==> src/rtl/alu181_pkg.sv <==
package alu181_pkg;

   typedef enum logic {
      MODE_ARITH = 1'b0,
      MODE_LOGIC = 1'b1
   } alu_mode_e;

   typedef struct packed {
      logic cout_n;
      logic all_ones;
      logic grp_p_n;
      logic grp_g_n;
   } alu_flags_t;

endpackage

==> src/rtl/alu_bit_terms.sv <==
module alu_bit_terms #(
   parameter int WIDTH = 4
) (
   input  logic [WIDTH-1:0] opa,
   input  logic [WIDTH-1:0] opb,
   input  logic [3:0]       sel,
   output logic [WIDTH-1:0] or_term,
   output logic [WIDTH-1:0] and_term
);

   for (genvar i = 0; i < WIDTH; i++) begin : g_bit
      assign or_term[i]  = opa[i] | (sel[0] & opb[i]) | (sel[1] & ~opb[i]);
      assign and_term[i] = (sel[2] & opa[i] & ~opb[i]) | (sel[3] & opa[i] & opb[i]);
   end

endmodule

==> src/rtl/alu_lookahead.sv <==
module alu_lookahead #(
   parameter int WIDTH = 4
) (
   input  logic [WIDTH-1:0] prop,
   input  logic [WIDTH-1:0] gen,
   input  logic             c_in,
   output logic [WIDTH:0]   carry,
   output logic             grp_p_n,
   output logic             grp_g_n
);

   logic [WIDTH-1:0] gen_chain;

   always_comb begin : c_tree
      logic term;
      logic acc;
      carry[0]  = c_in;
      gen_chain = '0;
      for (int i = 0; i < WIDTH; i++) begin
         acc = 1'b0;
         for (int j = 0; j <= i; j++) begin
            term = gen[j];
            for (int k = j + 1; k <= i; k++) begin
               term = term & prop[k];
            end
            acc = acc | term;
         end
         gen_chain[i] = acc;
         term = c_in;
         for (int k = 0; k <= i; k++) begin
            term = term & prop[k];
         end
         carry[i+1] = acc | term;
      end
   end

   assign grp_g_n = ~gen_chain[WIDTH-1];
   assign grp_p_n = ~(&prop);

endmodule

==> src/rtl/alu_result.sv <==
module alu_result
   import alu181_pkg::*;
#(
   parameter int WIDTH = 4
) (
   input  alu_mode_e        mode,
   input  logic [WIDTH-1:0] or_term,
   input  logic [WIDTH-1:0] and_term,
   input  logic [WIDTH-1:0] carry,
   output logic [WIDTH-1:0] res
);

   for (genvar i = 0; i < WIDTH; i++) begin : g_bit
      logic logic_bit;
      logic sum_bit;
      assign logic_bit = ~or_term[i] | and_term[i];
      assign sum_bit   = or_term[i] ^ and_term[i] ^ carry[i];
      assign res[i]    = (mode == MODE_LOGIC) ? logic_bit : sum_bit;
   end

endmodule

==> src/rtl/registered_alu181.sv <==
module registered_alu181
   import alu181_pkg::*;
#(
   parameter int WIDTH       = 4,
   parameter bit REG_OUTPUTS = 1'b1
) (
   input  logic             clk,
   input  logic             rst,
   input  logic [WIDTH-1:0] a_i,
   input  logic [WIDTH-1:0] b_i,
   input  logic [3:0]       sel_i,
   input  logic             mode_i,
   input  logic             cin_n_i,
   output logic [WIDTH-1:0] f_o,
   output logic             cout_n_o,
   output logic             eq_o,
   output logic             p_n_o,
   output logic             g_n_o
);

   localparam int CAP_W = 2 * WIDTH + 6;

   if (WIDTH < 2 || WIDTH > 16) begin : g_bad_width
      $error("registered_alu181: WIDTH must lie in 2..16");
   end

   // input capture stage
   logic [WIDTH-1:0] cap_a;
   logic [WIDTH-1:0] cap_b;
   logic [3:0]       cap_sel;
   alu_mode_e        cap_mode;
   logic             cap_cin_n;
   logic [CAP_W-1:0] cap_bus;

   always_ff @(posedge clk) begin
      if (rst) begin
         cap_a     <= '0;
         cap_b     <= '0;
         cap_sel   <= '0;
         cap_mode  <= MODE_ARITH;
         cap_cin_n <= 1'b0;
      end else begin
         cap_a     <= a_i;
         cap_b     <= b_i;
         cap_sel   <= sel_i;
         cap_mode  <= alu_mode_e'(mode_i);
         cap_cin_n <= cin_n_i;
      end
   end

   assign cap_bus = {cap_a, cap_b, cap_sel, cap_mode, cap_cin_n};

   // combinational core
   logic [WIDTH-1:0] or_term;
   logic [WIDTH-1:0] and_term;
   logic [WIDTH:0]   carry;
   logic [WIDTH-1:0] res_c;
   logic             grp_p_n_c;
   logic             grp_g_n_c;
   alu_flags_t       flags_c;

   alu_bit_terms #(.WIDTH(WIDTH)) u_terms (
      .opa      (cap_a),
      .opb      (cap_b),
      .sel      (cap_sel),
      .or_term  (or_term),
      .and_term (and_term)
   );

   alu_lookahead #(.WIDTH(WIDTH)) u_cla (
      .prop    (or_term),
      .gen     (and_term),
      .c_in    (~cap_cin_n),
      .carry   (carry),
      .grp_p_n (grp_p_n_c),
      .grp_g_n (grp_g_n_c)
   );

   alu_result #(.WIDTH(WIDTH)) u_res (
      .mode     (cap_mode),
      .or_term  (or_term),
      .and_term (and_term),
      .carry    (carry[WIDTH-1:0]),
      .res      (res_c)
   );

   always_comb begin
      flags_c.cout_n   = (cap_mode == MODE_LOGIC) ? 1'b1 : ~carry[WIDTH];
      flags_c.all_ones = &res_c;
      flags_c.grp_p_n  = grp_p_n_c;
      flags_c.grp_g_n  = grp_g_n_c;
   end

   // output stage
   logic [WIDTH-1:0] f_q;
   alu_flags_t       flags_q;

   if (REG_OUTPUTS) begin : g_out_reg
      always_ff @(posedge clk) begin
         if (rst) begin
            f_q     <= '0;
            flags_q <= '0;
         end else begin
            f_q     <= res_c;
            flags_q <= flags_c;
         end
      end
   end else begin : g_out_comb
      assign f_q     = res_c;
      assign flags_q = flags_c;
   end

   assign f_o      = f_q;
   assign cout_n_o = flags_q.cout_n;
   assign eq_o     = flags_q.all_ones;
   assign p_n_o    = flags_q.grp_p_n;
   assign g_n_o    = flags_q.grp_g_n;

endmodule

==> config.mk <==
export PLATFORM = sky130hd
export DESIGN_NAME = registered_alu181
export DESIGN_NICKNAME = d
export VERILOG_FILES = /design/src/rtl/alu181_pkg.sv /design/src/rtl/alu_bit_terms.sv /design/src/rtl/alu_lookahead.sv /design/src/rtl/alu_result.sv /design/src/rtl/registered_alu181.sv
export SDC_FILE = /design/constraint.sdc
export NUM_CORES = 1
export LEC_CHECK = 0
export ABC_CLOCK_PERIOD_IN_PS = 1800
export CAP_MARGIN = 5
export CELL_PAD_IN_SITES_DETAIL_PLACEMENT = 1
export CELL_PAD_IN_SITES_GLOBAL_PLACEMENT = 2
export CORE_MARGIN = 4
export CORE_UTILIZATION = 26
export DETAILED_ROUTE_END_ITERATION = 8
export MAX_ROUTING_LAYER = met4
export PLACE_DENSITY = 0.79
export SYNTH_ARGS = -nofsm -noshare
export SYNTH_HDL_FRONTEND = slang
export SYNTH_HIERARCHICAL = 1
export SYNTH_SLANG_ARGS = --single-unit
==> constraint.sdc <==
create_clock -name clk -period 1.8 [get_ports clk]
set_input_delay 0.36 -clock clk [delete_from_list [all_inputs] [get_ports clk]]
set_output_delay 0.36 -clock clk [all_outputs]
set_load 0.05 [all_outputs]
==> report_table.html <==
<table>
<tr><th>Metric</th><th>Value</th></tr>
<tr><th colspan="2">Worst setup path</th></tr>
<tr><td>Maximum fanout count along the critical path</td><td>4</td></tr>
<tr><td>Destination of the worst register-to-register timing path</td><td>eq_o$_SDFF_PP0_</td></tr>
<tr><td>Required time of the worst setup path</td><td>2.06 ns</td></tr>
<tr><td>R2r setup slk</td><td>0.04 ns</td></tr>
<tr><td>Kind of end point of the critical path</td><td>register</td></tr>
<tr><td>Critical path start-end classification</td><td>register to register</td></tr>
<tr><td>Start of the worst register-to-register path</td><td>cap_sel[1]$_SDFF_PP0_</td></tr>
<tr><td>Startpoint type of the worst setup path</td><td>register</td></tr>
<tr><td>Number of cells on the worst reg-to-reg path</td><td>7</td></tr>
<tr><td>Arrival time at the worst endpoint</td><td>2.02 ns</td></tr>
<tr><th colspan="2">Min path</th></tr>
<tr><td>Depth of the worst hold-timing path</td><td>2</td></tr>
<tr><td>Class of the tightest hold or removal check</td><td>register to register</td></tr>
<tr><td>Hold path startpoint</td><td>cap_mode$_SDFF_PP0_</td></tr>
<tr><td>End of the worst hold path</td><td>cout_n_o$_SDFF_PP0_</td></tr>
<tr><th colspan="2">Global routing</th></tr>
<tr><td>Total routing usage reported by global routing</td><td>9.66%</td></tr>
<tr><td>Antenna violations before repair</td><td>0</td></tr>
<tr><td>Vias in the first global route</td><td>about 740</td></tr>
<tr><td>Largest net degree at the start of global routing</td><td>16</td></tr>
<tr><td>Global-route wire length before repair</td><td>between 3000 and 4000 µm</td></tr>
<tr><td>Overflow after GRT</td><td>0</td></tr>
<tr><th colspan="2">Logic synthesis</th></tr>
<tr><td>Post-synthesis instance area</td><td>936 µm²</td></tr>
<tr><td>Count of cell types in the netlist</td><td>17</td></tr>
<tr><td>Synthesized flop and latch total</td><td>22</td></tr>
<tr><td>Number of warnings issued by yosys</td><td>6</td></tr>
<tr><td>Cell type with the highest aggregate area in the netlist</td><td>sky130_fd_sc_hd__dfxtp_1</td></tr>
<tr><td>Post-Syn Nets</td><td>between 100 and 150</td></tr>
<tr><td>Share of synthesized area occupied by flip-flops and latches</td><td>a little under half</td></tr>
<tr><td>Synth area leaders</td><td>sky130_fd_sc_hd__dfxtp_1 47%, sky130_fd_sc_hd__nor2b_1 18%, sky130_fd_sc_hd__mux2i_1 8.6%, sky130_fd_sc_hd__ha_1 5.3%, sky130_fd_sc_hd__a21o_1 4.0%</td></tr>
<tr><td>Average cell area after synthesis</td><td>10.4 µm²</td></tr>
<tr><td>Top-area cell type share of the netlist area</td><td>a little under half</td></tr>
<tr><td>Number of instances in the synthesized netlist</td><td>90</td></tr>
<tr><th colspan="2">Finish</th></tr>
<tr><td>Post-layout nets</td><td>143</td></tr>
<tr><td>Antenna Diode Count</td><td>0</td></tr>
<tr><td>Final core occ</td><td>38.4%</td></tr>
<tr><td>Final design area excluding fillers</td><td>1310 µm²</td></tr>
<tr><td>Syn-to-layout area delta</td><td>40.1%</td></tr>
<tr><td>Post-route non-filler standard cell count</td><td>between 150 and 200</td></tr>
<tr><td>Fraction of layout cells with a size suffix above 1</td><td>around 22%</td></tr>
<tr><th colspan="2">Pwr</th></tr>
<tr><td>Power per cell area</td><td>~830 nW/µm²</td></tr>
<tr><td>VDD IR-drop max</td><td>0.285 mV</td></tr>
<tr><td>Total leakage power</td><td>0.586 nW</td></tr>
<tr><td>Total power consumption of the routed design</td><td>approximately 0.0011 W</td></tr>
<tr><th colspan="2">Place</th></tr>
<tr><td>Sum of net half-perimeters after detailed placement</td><td>1500 µm</td></tr>
<tr><td>Number of placed cells counting well taps</td><td>160</td></tr>
<tr><td>Instance area after placement</td><td>1230 µm²</td></tr>
<tr><td>Port bufs</td><td>23</td></tr>
<tr><td>Routability congestion estimate</td><td>0.848</td></tr>
<tr><th colspan="2">Detailed routing</th></tr>
<tr><td>Iteration count of the initial detailed-routing pass</td><td>2</td></tr>
<tr><td>Avg Vias per Cell</td><td>4.25</td></tr>
<tr><td>Total wirelength of the detailed-routed design</td><td>approximately 1800 µm</td></tr>
<tr><td>Met3 wire length</td><td>just under 80 µm</td></tr>
<tr><td>Wire length on met2</td><td>909 µm</td></tr>
<tr><td>DRC viols</td><td>0</td></tr>
<tr><td>Detailed-routing wirelength on met1</td><td>between 700 and 800 µm</td></tr>
<tr><td>1st-iter DRT viols</td><td>3</td></tr>
<tr><td>Number of antenna-violating nets in the routed design</td><td>0</td></tr>
<tr><td>Average routed wire per standard cell</td><td>10.9 µm</td></tr>
<tr><td>Uppermost layer routed</td><td>met4</td></tr>
<tr><td>Overall via count from detail_route</td><td>714</td></tr>
<tr><th colspan="2">Clock tree</th></tr>
<tr><td>CTS H-tree depth</td><td>1</td></tr>
<tr><td>Root Driver</td><td>sky130_fd_sc_hd__clkbuf_4</td></tr>
<tr><td>Clock insertion delay at the later pin of the skew report</td><td>roughly 0.31 ns</td></tr>
<tr><td>Clock buffers created by TritonCTS</td><td>3</td></tr>
<tr><td>Clock-pin slew reported for the worst setup and hold paths after clock tree synthesis</td><td>approximately 0.12 ns</td></tr>
<tr><td>Number of hold buffers added after CTS</td><td>0</td></tr>
<tr><td>Sinks on Clock Net</td><td>22</td></tr>
<tr><td>Number of buffers on the longest clock path</td><td>2</td></tr>
<tr><td>TritonCTS clock tree</td><td>yes</td></tr>
<tr><th colspan="2">Timing</th></tr>
<tr><td>Hold slack</td><td>0.577 ns</td></tr>
<tr><td>Final setup vio count</td><td>0</td></tr>
<tr><td>Crit path time final</td><td>1.76 ns</td></tr>
<tr><td>Share of the cycle needed by the critical path after routing</td><td>97.6%</td></tr>
<tr><td>Unrepaired setup endpoints after global routing</td><td>yes</td></tr>
<tr><td>Transition time of the tightest slew-check pin</td><td>roughly 0.39 ns</td></tr>
<tr><td>Fin. max-slew vios</td><td>0</td></tr>
<tr><td>Clock skew after layout</td><td>approximately 0.0039 ns</td></tr>
<tr><td>Highest attainable clock frequency</td><td>569 MHz</td></tr>
<tr><td>Relative slew slack</td><td>around three quarters</td></tr>
<tr><td>Number of hold-slack violations in the final timing report</td><td>0</td></tr>
<tr><th colspan="2">Die</th></tr>
<tr><td>Row count</td><td>21</td></tr>
<tr><td>Die area</td><td>4620 µm²</td></tr>
<tr><td>Placeable Area</td><td>3420 µm²</td></tr>
<tr><td>Num ports</td><td>24</td></tr>
<tr><td>Die outline width</td><td>between 60 and 70 µm</td></tr>
<tr><td>Starting density of the core</td><td>27.4%</td></tr>
<tr><td>Overall die height</td><td>68.0 µm</td></tr>
<tr><th colspan="2">Flow run</th></tr>
<tr><td>Maxcap violations</td><td>0</td></tr>
<tr><th colspan="2">Outcome</th></tr>
<tr><td>Outcome</td><td>complete, no violations</td></tr>
</table>
==> cell families (layout without fill, tap and decap cells) <==
family                   Yosys count  after routing  share of synthesized area, %
AND/OR/NAND/NOR                   30             30                          20.6
adder cells (fa/ha/maj)            4              4                          5.35
buffers and inverters             10             42                          4.81
XOR/XNOR                           4              4                          3.74
flip-flops                        22             22                          47.1
multiplexers                       8              8                          8.56
AO/OA/AOI/OAI                     12             12                          9.89
==> layer usage <==
layer / vias to the layer above / GRT usage (%)
met4: 0 / 5.96
met3: 5 / 2.46
met5: - / -
li1: 358 / -
met2: 18 / 15.3
met1: 333 / 10.8
==> layout make-up <==
type | instances | area, µm²
inverter | 6 | 22.5
clock buffer | 4 | 36.3
tap | 46 | 57.6
sequential | 22 | 444
fill | 411 | 2100
multi-input combinational | 58 | 460
timing repair buffer | 32 | 290
==> metrics by stage <==
step / TNS, ns / setup WS (ns)
final: 0 / 0.0428
after global routing: -0.149 / -0.0843
after CTS: 0 / 0.00207
after detailed placement: 0 / 0.0107
after global placement: 0 / 0.0318
after floorplan: 0 / 0.0407
==> registers in the layout, indices dropped and copies added, names as in the netlist <==
signal / flops
cap_sel: 4
cap_mode: 1
g_n_o: 1
cap_a: 4
cout_n_o: 1
p_n_o: 1
cap_b: 4
cap_cin_n: 1
eq_o: 1
f_o: 4
==> power breakdown <==
group          switching [W]  internal (W)  leakage, nW  total, W
clock network       0.000148      0.000124       0.0210  0.000271
registers          0.0000195      0.000523        0.184  0.000542
logic               0.000136      0.000137        0.381  0.000273
==> cell usage in the layout, fill, tap and decap left out, drive strengths merged <==
cell / n
nor2b: 28
dfxtp: 22
buf: 17
clkdlybuf4s50: 15
mux2i: 8
inv: 6
a21o: 5
xor2: 4
ha: 4
a211o: 4
clkbuf: 4
a21oi: 1
and4: 1
a31oi: 1
a31o: 1
nand4: 1
==> repair_timing <==
action / CTS / global route
resized for setup: 1 / 5
endpoints found under the setup margin: 2 / 4
pin swaps: 1 / 7
buffers inserted: 1 / 3
hold endpoints to repair: 0 / 0
==> synth_stat cells <==
cell type / number
sky130_fd_sc_hd__buf_4: 1
sky130_fd_sc_hd__nand4_1: 1
sky130_fd_sc_hd__inv_1: 6
sky130_fd_sc_hd__nor2b_2: 1
sky130_fd_sc_hd__buf_2: 2
sky130_fd_sc_hd__clkbuf_2: 1
sky130_fd_sc_hd__dfxtp_1: 22
sky130_fd_sc_hd__a211o_1: 4
sky130_fd_sc_hd__a31oi_1: 1
sky130_fd_sc_hd__ha_1: 4
sky130_fd_sc_hd__mux2i_1: 8
sky130_fd_sc_hd__a31o_1: 1
sky130_fd_sc_hd__nor2b_1: 27
sky130_fd_sc_hd__a21o_1: 5
sky130_fd_sc_hd__a21oi_1: 1
sky130_fd_sc_hd__xor2_1: 4
sky130_fd_sc_hd__and4_1: 1
==> critical path, cell delays in order, from the launching register on <==
cell and delay [ns]:
sky130_fd_sc_hd__dfxtp_2 0.34, sky130_fd_sc_hd__buf_4 0.12, sky130_fd_sc_hd__nor2b_1 0.12, sky130_fd_sc_hd__a211o_1 0.33, sky130_fd_sc_hd__ha_1 0.31, sky130_fd_sc_hd__xor2_1 0.16, sky130_fd_sc_hd__mux2i_1 0.14, sky130_fd_sc_hd__and4_1 0.19
==> worst max-delay path by stage <==
stage | startpoint | to
after floorplan | cap_sel[1]$_SDFF_PP0_ | eq_o$_SDFF_PP0_
after global placement | cap_sel[1]$_SDFF_PP0_ | eq_o$_SDFF_PP0_
after detailed placement | cap_sel[1]$_SDFF_PP0_ | eq_o$_SDFF_PP0_
after CTS | cap_sel[1]$_SDFF_PP0_ | eq_o$_SDFF_PP0_
after global routing | cap_sel[1]$_SDFF_PP0_ | eq_o$_SDFF_PP0_
final | cap_sel[1]$_SDFF_PP0_ | eq_o$_SDFF_PP0_
Power figures use the tool's default switching activity.
